[config.mk]
export PLATFORM = sky130hd
export DESIGN_NAME = dma_regfile
export DESIGN_NICKNAME = d
export VERILOG_FILES = /design/src/rtl/dma_regfile.sv
export SDC_FILE = /design/constraint.sdc
export NUM_CORES = 1
export LEC_CHECK = 0
export ABC_AREA = 0
export ABC_CLOCK_PERIOD_IN_PS = 2800
export BUFFER_PORTS_ARGS = -buffer_cell sky130_fd_sc_hd__buf_4
export CORE_MARGIN = 10
export CORE_UTILIZATION = 64
export CTS_BUF_LIST = sky130_fd_sc_hd__clkbuf_4
export DETAILED_ROUTE_END_ITERATION = 12
export PLACE_DENSITY_LB_ADDON = 0.25
export SYNTH_ARGS = -nofsm -noshare
export SYNTH_HDL_FRONTEND = slang
export SYNTH_SLANG_ARGS = --single-unit
[constraint.sdc]
create_clock -name clk -period 2.8 [get_ports clk]
set_clock_uncertainty 0.15 [all_clocks]
set_input_delay 0 -clock clk [delete_from_list [all_inputs] [get_ports clk]]
set_output_delay 0 -clock clk [all_outputs]
set_load 0.1 [all_outputs]
[src/rtl/dma_regfile.sv]
module dma_regfile #(
  parameter int NCH = 4,
  parameter int BW  = 8
) (
  input  logic                      clk,
  input  logic                      rst_n,
  input  logic [3:0]                addr,
  input  logic                      wr_en,
  input  logic                      rd_en,
  input  logic [BW-1:0]             wdata,
  output logic [BW-1:0]             rdata,
  input  logic [NCH-1:0]            dreq,
  input  logic [NCH-1:0]            tc_pulse,
  input  logic                      upd_valid,
  input  logic [$clog2(NCH)-1:0]    upd_ch,
  input  logic [2*BW-1:0]           upd_addr,
  input  logic [2*BW-1:0]           upd_cnt,
  output logic [NCH-1:0]            ch_mask,
  output logic [NCH-1:0]            ch_req,
  output logic                      ctrl_disable,
  output logic [6*NCH-1:0]          cfg_mode,
  output logic [2*BW*NCH-1:0]       cur_addr,
  output logic [2*BW*NCH-1:0]       cur_cnt
);
  localparam int RW  = 2 * BW;
  localparam int CHW = $clog2(NCH);
  localparam int MW  = BW - 2;

  localparam logic [3:0] P_CMD   = 4'd8;
  localparam logic [3:0] P_REQ   = 4'd9;
  localparam logic [3:0] P_SMASK = 4'd10;
  localparam logic [3:0] P_MODE  = 4'd11;
  localparam logic [3:0] P_FFCLR = 4'd12;
  localparam logic [3:0] P_MRST  = 4'd13;
  localparam logic [3:0] P_MCLR  = 4'd14;
  localparam logic [3:0] P_MMASK = 4'd15;

  logic           ptr;
  logic [RW-1:0]  base_a [NCH];
  logic [RW-1:0]  base_c [NCH];
  logic [RW-1:0]  cur_a  [NCH];
  logic [RW-1:0]  cur_c  [NCH];
  logic [MW-1:0]  mode_r [NCH];
  logic [BW-1:0]  cmd_r;
  logic [NCH-1:0] tc_r;
  logic [NCH-1:0] sreq_r;
  logic [NCH-1:0] mask_r;

  logic           rd_q;
  logic           pair_sel;
  logic [CHW-1:0] pch;
  logic [CHW-1:0] wch;
  logic           tc_clr;
  logic [RW-1:0]  word_sel;

  assign rd_q     = rd_en & ~wr_en;
  assign pair_sel = ~addr[3];
  assign pch      = addr[CHW:1];
  assign wch      = wdata[CHW-1:0];
  assign tc_clr   = (rd_q && addr == P_CMD) || (wr_en && addr == P_MRST);

  assign ctrl_disable = cmd_r[2];
  assign ch_mask      = mask_r;
  assign ch_req       = ctrl_disable ? '0 : ((dreq | sreq_r) & ~mask_r);

  genvar g;
  generate
    for (g = 0; g < NCH; g++) begin : g_out
      assign cfg_mode[g*MW +: MW] = mode_r[g];
      assign cur_addr[g*RW +: RW] = cur_a[g];
      assign cur_cnt[g*RW +: RW]  = cur_c[g];
    end
  endgenerate

  assign word_sel = addr[0] ? cur_c[pch] : cur_a[pch];

  always_comb begin
    rdata = '0;
    if (pair_sel)
      rdata = ptr ? word_sel[RW-1:BW] : word_sel[BW-1:0];
    else if (addr == P_CMD)
      rdata = {dreq | sreq_r, tc_r};
  end

  always_ff @(posedge clk or negedge rst_n) begin
    if (!rst_n) begin
      ptr    <= 1'b0;
      cmd_r  <= '0;
      tc_r   <= '0;
      sreq_r <= '0;
      mask_r <= '1;
      for (int i = 0; i < NCH; i++) begin
        base_a[i] <= '0;
        base_c[i] <= '0;
        cur_a[i]  <= '0;
        cur_c[i]  <= '0;
        mode_r[i] <= '0;
      end
    end else begin
      tc_r <= (tc_clr ? '0 : tc_r) | tc_pulse;

      if (upd_valid) begin
        cur_a[upd_ch] <= upd_addr;
        cur_c[upd_ch] <= upd_cnt;
      end

      for (int i = 0; i < NCH; i++) begin
        if (tc_pulse[i] && mode_r[i][2]) begin
          cur_a[i] <= base_a[i];
          cur_c[i] <= base_c[i];
        end
      end

      if (wr_en) begin
        if (pair_sel) begin
          if (addr[0]) begin
            if (ptr) begin
              base_c[pch][RW-1:BW] <= wdata;
              cur_c[pch][RW-1:BW]  <= wdata;
            end else begin
              base_c[pch][BW-1:0]  <= wdata;
              cur_c[pch][BW-1:0]   <= wdata;
            end
          end else begin
            if (ptr) begin
              base_a[pch][RW-1:BW] <= wdata;
              cur_a[pch][RW-1:BW]  <= wdata;
            end else begin
              base_a[pch][BW-1:0]  <= wdata;
              cur_a[pch][BW-1:0]   <= wdata;
            end
          end
        end else begin
          case (addr)
            P_CMD:   cmd_r <= wdata;
            P_REQ:   sreq_r[wch] <= wdata[2];
            P_SMASK: mask_r[wch] <= wdata[2];
            P_MODE:  mode_r[wch] <= wdata[BW-1:2];
            P_MRST: begin
              mask_r <= '1;
              sreq_r <= '0;
            end
            P_MCLR:  mask_r <= '0;
            P_MMASK: mask_r <= wdata[NCH-1:0];
            default: ;
          endcase
        end
      end

      if ((wr_en || rd_en) && pair_sel)
        ptr <= ~ptr;
      else if (wr_en && (addr == P_FFCLR || addr == P_MRST))
        ptr <= 1'b0;
    end
  end
endmodule


-- Word-level counts from Yosys, hierarchy flattened
Cells that the tools add are included.
- flip-flop bits (word level): 296
- bits of input ports: 59
- output and inout bits: 169
- logic and storage cells: 136
- order comparisons: 8
- eq/ne operators: 8
- muxes and demuxes: 59
- bitwise operators: 12
- reduce and logical (&&, ||, !) cells: 24
- operators with widths (kind ; count):
    64-bit 2-to-1 mux ; 12
    64-bit bitwise mux ; 10
    16-bit 2-to-1 mux ; 15
    16-bit demux with 2-bit select ; 3
    16-bit binary-select mux with 2-bit select ; 2
    4-bit == test (second input constant) ; 8
    8-bit 2-to-1 mux ; 4
    24-bit bitwise mux ; 1
    3-bit AND reduction ; 6
    4-bit case mux with 4 select lines ; 1
    6-bit demux with 2-bit select ; 1
    1-bit logical AND ; 12
    3-bit >= comparator (second input constant) ; 3
    3-bit by 1-bit < comparator with 1-bit output (second input constant) ; 3
    2-bit NOT with 3-bit output ; 3
    4-bit bitwise mux ; 2
    4-bit 2-to-1 mux ; 2
    4-bit bitwise OR ; 2
    4-bit case mux with 2 select lines ; 1
    6-bit 2-to-1 mux ; 1
    4-bit AND ; 1
    1-bit NOT ; 4
    4-bit NOT ; 1
    2-bit nonzero test ; 2
    other kinds (7) ; 11

-- Longest topological paths before layout
- depth in word-level cells: 13
- depth in mapped cells: 7
- depth with buffers taken out: 4

-- Worst setup path after synthesis
No wires, ideal clock.
- path kind: flip-flop to output port
- from: reg cmd_r[2]
- to: out ch_req[0]
- data arrival time: 2.984 ns
- data required time: 2.650 ns
- path slack: -0.334 ns
- cell stages (with the launch flop): 2
- path buffers: 0
- cell sequence: dfrtp_1 -> nor3_1
- cells in the longest elaborated chain, start to end: 1
- RTL lines (item ; line ; text):
    start, declared ; 44 ; logic [BW-1:0] cmd_r;
    start signal, assigned ; 135 ; P_CMD: cmd_r <= wdata;
    4-bit 2-to-1 mux ; 64 ; assign ch_req = ctrl_disable ? '0 : ((dreq | sreq_r) & ~mask_r);
    end, declared ; 19 ; output logic [NCH-1:0] ch_req,
No other way between the ends.

-- Final worst setup path
- from: reg ptr
- to: out rdata[7]
- cells in the longest elaborated chain, start to end: 2
- RTL lines (item ; line ; text):
    start, declared ; 38 ; logic ptr;
    start signal, assigned ; 151 ; ptr <= ~ptr;
    8-bit 2-to-1 mux ; 80 ; rdata = ptr ? word_sel[RW-1:BW] : word_sel[BW-1:0];
    8-bit 2-to-1 mux ; 79 ; if (pair_sel)
    end, declared ; 11 ; output logic [BW-1:0] rdata,
No other way between the ends.

==> metrics.md <==
| Metric | Value |
|---|---|
| RSZ-0062 raised after global routing | `false` |
| Initial antenna violation count | `2` |
| DRT iter0 DRCs | `1,882` |
| Port Buffer Count | `227` |
| CP Max Fanout | `11` |
| Adder-Cell Fraction of Synth Area | `0` |
| PnR worst setup slack | `between 70 and 80 ps` |
| Antenna-violating nets left | `0` |
| Post-synth EDFFs | `0` |
| Post-route setup TNS | `0 ps` |
| Core Area | `22,710 um^2` |
| HP Start | `addr[1]` |
| Post-layout minimum cycle time | `around 2700 ps` |
| Cts bufs inserted | `77` |
| Slew Limit Fails | `0` |
| Critical Path RT | `between 2000 and 3000 ps` |
| Min-Delay Endpoint | `ch_mask[3]` |
| Syn nets | `approximately 1.5k` |
| Reg2Reg Depth | `5` |
| Total track usage | `0.3446` |
| Die width | `between 150 and 200 um` |
| Clock Sinks | `slightly below 300` |
| Worst-path clk slew | `about 70 ps` |
| Via density | `between 6 and 7` |
| Cell Rows | `between 50 and 60` |
| Tot Pwr | `approximately 21 mW` |
| Layout Nets | `approximately 1.8k` |
| Top Layer Used | `met5` |
| Cell count after synthesis | `1,401` |
| Hold Path Depth | `6` |
| Hold Crit Class | `in2reg` |
| Netlist cell types | `between 50 and 60` |
| Sequential area share after synthesis | `0.4962` |
| Placer Congestion | `between 0.9 and 1` |
| P_leak | `roughly 9.7 nW` |
| Met1 WL | `18.55 mm` |
| Setup violators final | `0` |
| Yosys reg bits | `approximately 290` |
| Share of the clock period used by the worst path | `0.9719` |
| Drt wl/cell | `25.15 um` |
| First-pass GRT wire length | `77.55 mm` |
| Via count | `roughly 13k` |
| Metal2 WL | `roughly 24 mm` |
| Fill cells | `about 1.3k` |
| Final Util | `0.8128` |
| Die Ht | `172.3 um` |
| FF-to-FF setup slack | `roughly 190 ps` |
| Vias in the first global route | `about 13k` |
| Crit Path Class | `reg2out` |
| Slew at the pin with the worst max-slew slack | `917.1 ps` |
| Synth-to-layout area growth | `24.41%` |
| CP Capture Type | `output pin` |
| CTS root buffer | `clkbuf_4` |
| End of the worst register-to-register path | `cur_addr[7]` |
| First drt pass iteration count | `6` |
| Xor/xnor share of the synthesized area | `0` |
| Pre-CTS WS | `520.4 ps` |
| HPWL after DPL | `roughly 33 mm` |
| Mean post-synth cell area | `10.59 um^2` |
| Fin area | `between 15,000 and 20,000 um^2` |
| Peak VDD IR | `1206 uV` |
| Crit start category | `register` |
| Ys flop type | `dfrtp_1` |
| Clock Path Buffers | `3` |
| Cell area after synthesis | `roughly 15,000 um^2` |
| Main combinational cell family by area after synthesis | `multiplexers` |
| H-tree depth | `3` |
| Cell area after placement | `about 17,000 um^2` |
| Fmax | `approximately 370 MHz` |
| Final Hold Fails | `0` |
| Power per cell area | `1113 nW/um^2` |
| Max Cap Viol | `0` |
| Post-synth ARST share | `1.000` |
| Largest net degree at the start of global routing | `between 80 and 90` |
| Relative slew slack | `0.3879` |
| WL final | `a little over 50 mm` |
| Synth Area in Simple Gates | `0.1337` |
| Routed length on met3 | `about 6.3 mm` |
| CTS tree | `done` |
| Clk Latency, worst-skew pair | `between 600 and 700 ps` |
| Complex-gate fraction of the synthesized area | `0.09319` |
| Initial Util | `0.6533` |
| Die area | `29,670 um^2` |
| DRC | `0` |
| Post-CTS Setup Bufs | `0` |
| Outcome | `finished clean` |
| IO Pins | `228` |
| YS warnings | `0` |
| Reg2reg start | `ptr` |
| CP arrival | `roughly 2600 ps` |
| Share of cells above drive strength 1 | `0.3343` |
| Grt total ovfl | `0` |
| Proportion of synthesized area in mux cells | `0.2461` |
synthesized netlist by cell type, types with 4 or more instances:
master | instances | area share
a211oi_1 | 25 | 0.013
a21o_1 | 29 | 0.015
a21oi_1 | 14 | 0.0047
a221oi_1 | 4 | 0.0024
a22oi_1 | 4 | 0.0020
buf_1 | 4 | 0.0010
buf_2 | 35 | 0.012
buf_4 | 10 | 0.0051
clkbuf_1 | 42 | 0.011
dfrtp_1 | 290 | 0.49
dfstp_2 | 4 | 0.0071
mux2_1 | 5 | 0.0038
mux2_2 | 157 | 0.12
mux2i_1 | 160 | 0.11
mux4_2 | 10 | 0.015
nand2_1 | 336 | 0.085
nand2b_1 | 9 | 0.0038
nand3_1 | 10 | 0.0034
nor2_1 | 48 | 0.012
nor2_4 | 6 | 0.0046
nor2b_1 | 4 | 0.0017
nor3_1 | 10 | 0.0034
o21ai_0 | 117 | 0.039
o22ai_1 | 10 | 0.0042
state kept, by name, summed over array words and instances, names as in the netlist:
signal,cells
cur_addr,64
cmd_r,1
base_c,64
base_a,64
cur_cnt,64
ch_mask,4
sreq_r,4
tc_r,4
ptr,1
cfg_mode,24
layout by cell type (no fill, tap or decap), drive strengths merged, types with 15 or more instances in the layout:
| cell | Yosys | final |
|---|---|---|
| dlygate4sd3 | 0 | 64 |
| nor2 | 57 | 57 |
| dfrtp | 290 | 290 |
| clkbuf | 42 | 121 |
| mux2 | 162 | 162 |
| o21ai | 117 | 117 |
| a21o | 29 | 29 |
| nand2 | 338 | 338 |
| a211oi | 25 | 25 |
| mux2i | 160 | 160 |
| nor3 | 15 | 15 |
| buf | 51 | 258 |
worst max-delay path, stage by stage (launching register included):
cell and delay [ps]:
dfrtp_2 500, or2_2 370, a221oi_1 360, o21ai_0 220, nand3_1 200, buf_6 250
metal layers:
layer | GRT usage | vias up
met1 | 0.4224 | 6360
li1 | - | 5580
met5 | 0 | -
met4 | 0.1844 | 2
met3 | 0.1067 | 217
met2 | 0.5368 | 927
where the power goes:
| part | leakage [nW] | switching [mW] | internal [mW] |
|---|---|---|---|
| Clock | 0.607 | 1.79 | 2.21 |
| Sequential | 3.68 | 1.23 | 5.45 |
| Combinational | 5.43 | 7.40 | 2.46 |
| Total | 9.71 | 10.4 | 10.1 |
cells by family after synthesis:
logic type      count (synthesis)
flops                         294
compound gates                226
mux                           332
simple gates                  453
buf+inv                        96
per-stage QoR:
stage                     hold WS [ps]  std cells
final                            64.63       2045
after detailed placement        -147.0       1850
after floorplan                 -445.6       1401
after CTS                        1.547       2044
after global routing             54.70       2045
after global placement          -150.2       1850
area by class of cell:
| cell class | count | area (um^2) | area share |
|---|---|---|---|
| sequential | 294 | 7363 | 0.3989 |
| clock inverter | 8 | 108.9 | 0.005897 |
| multi-input combinational | 1011 | 7049 | 0.3819 |
| timing repair buffer | 322 | 2659 | 0.1440 |
| clock buffer | 121 | 908.4 | 0.04921 |
| inverter | 3 | 11.26 | 0.0006100 |
| tap | 285 | 356.6 | 0.01932 |
| antenna | 1 | 2.502 | 0.0001356 |
repair_timing:
action                     4_1_cts  5_1_grt
hold endpoints to repair       584        0
resized for setup                0        3
setup endpoints to repair        0        4
hold buffers                    65        0
worst max-delay path by stage:
| stage | startpoint | cells past startpoint | endpoint |
|---|---|---|---|
| floorplan | cmd_r[2] | 1 | ch_req[0] |
| global placement | addr[2] | 7 | rdata[4] |
| detailed placement | addr[2] | 7 | rdata[4] |
| CTS | ptr | 5 | rdata[4] |
| global route | cur_addr[59] | 5 | rdata[3] |
| finish | ptr | 5 | rdata[7] |
Power figures use the tool's default switching activity.
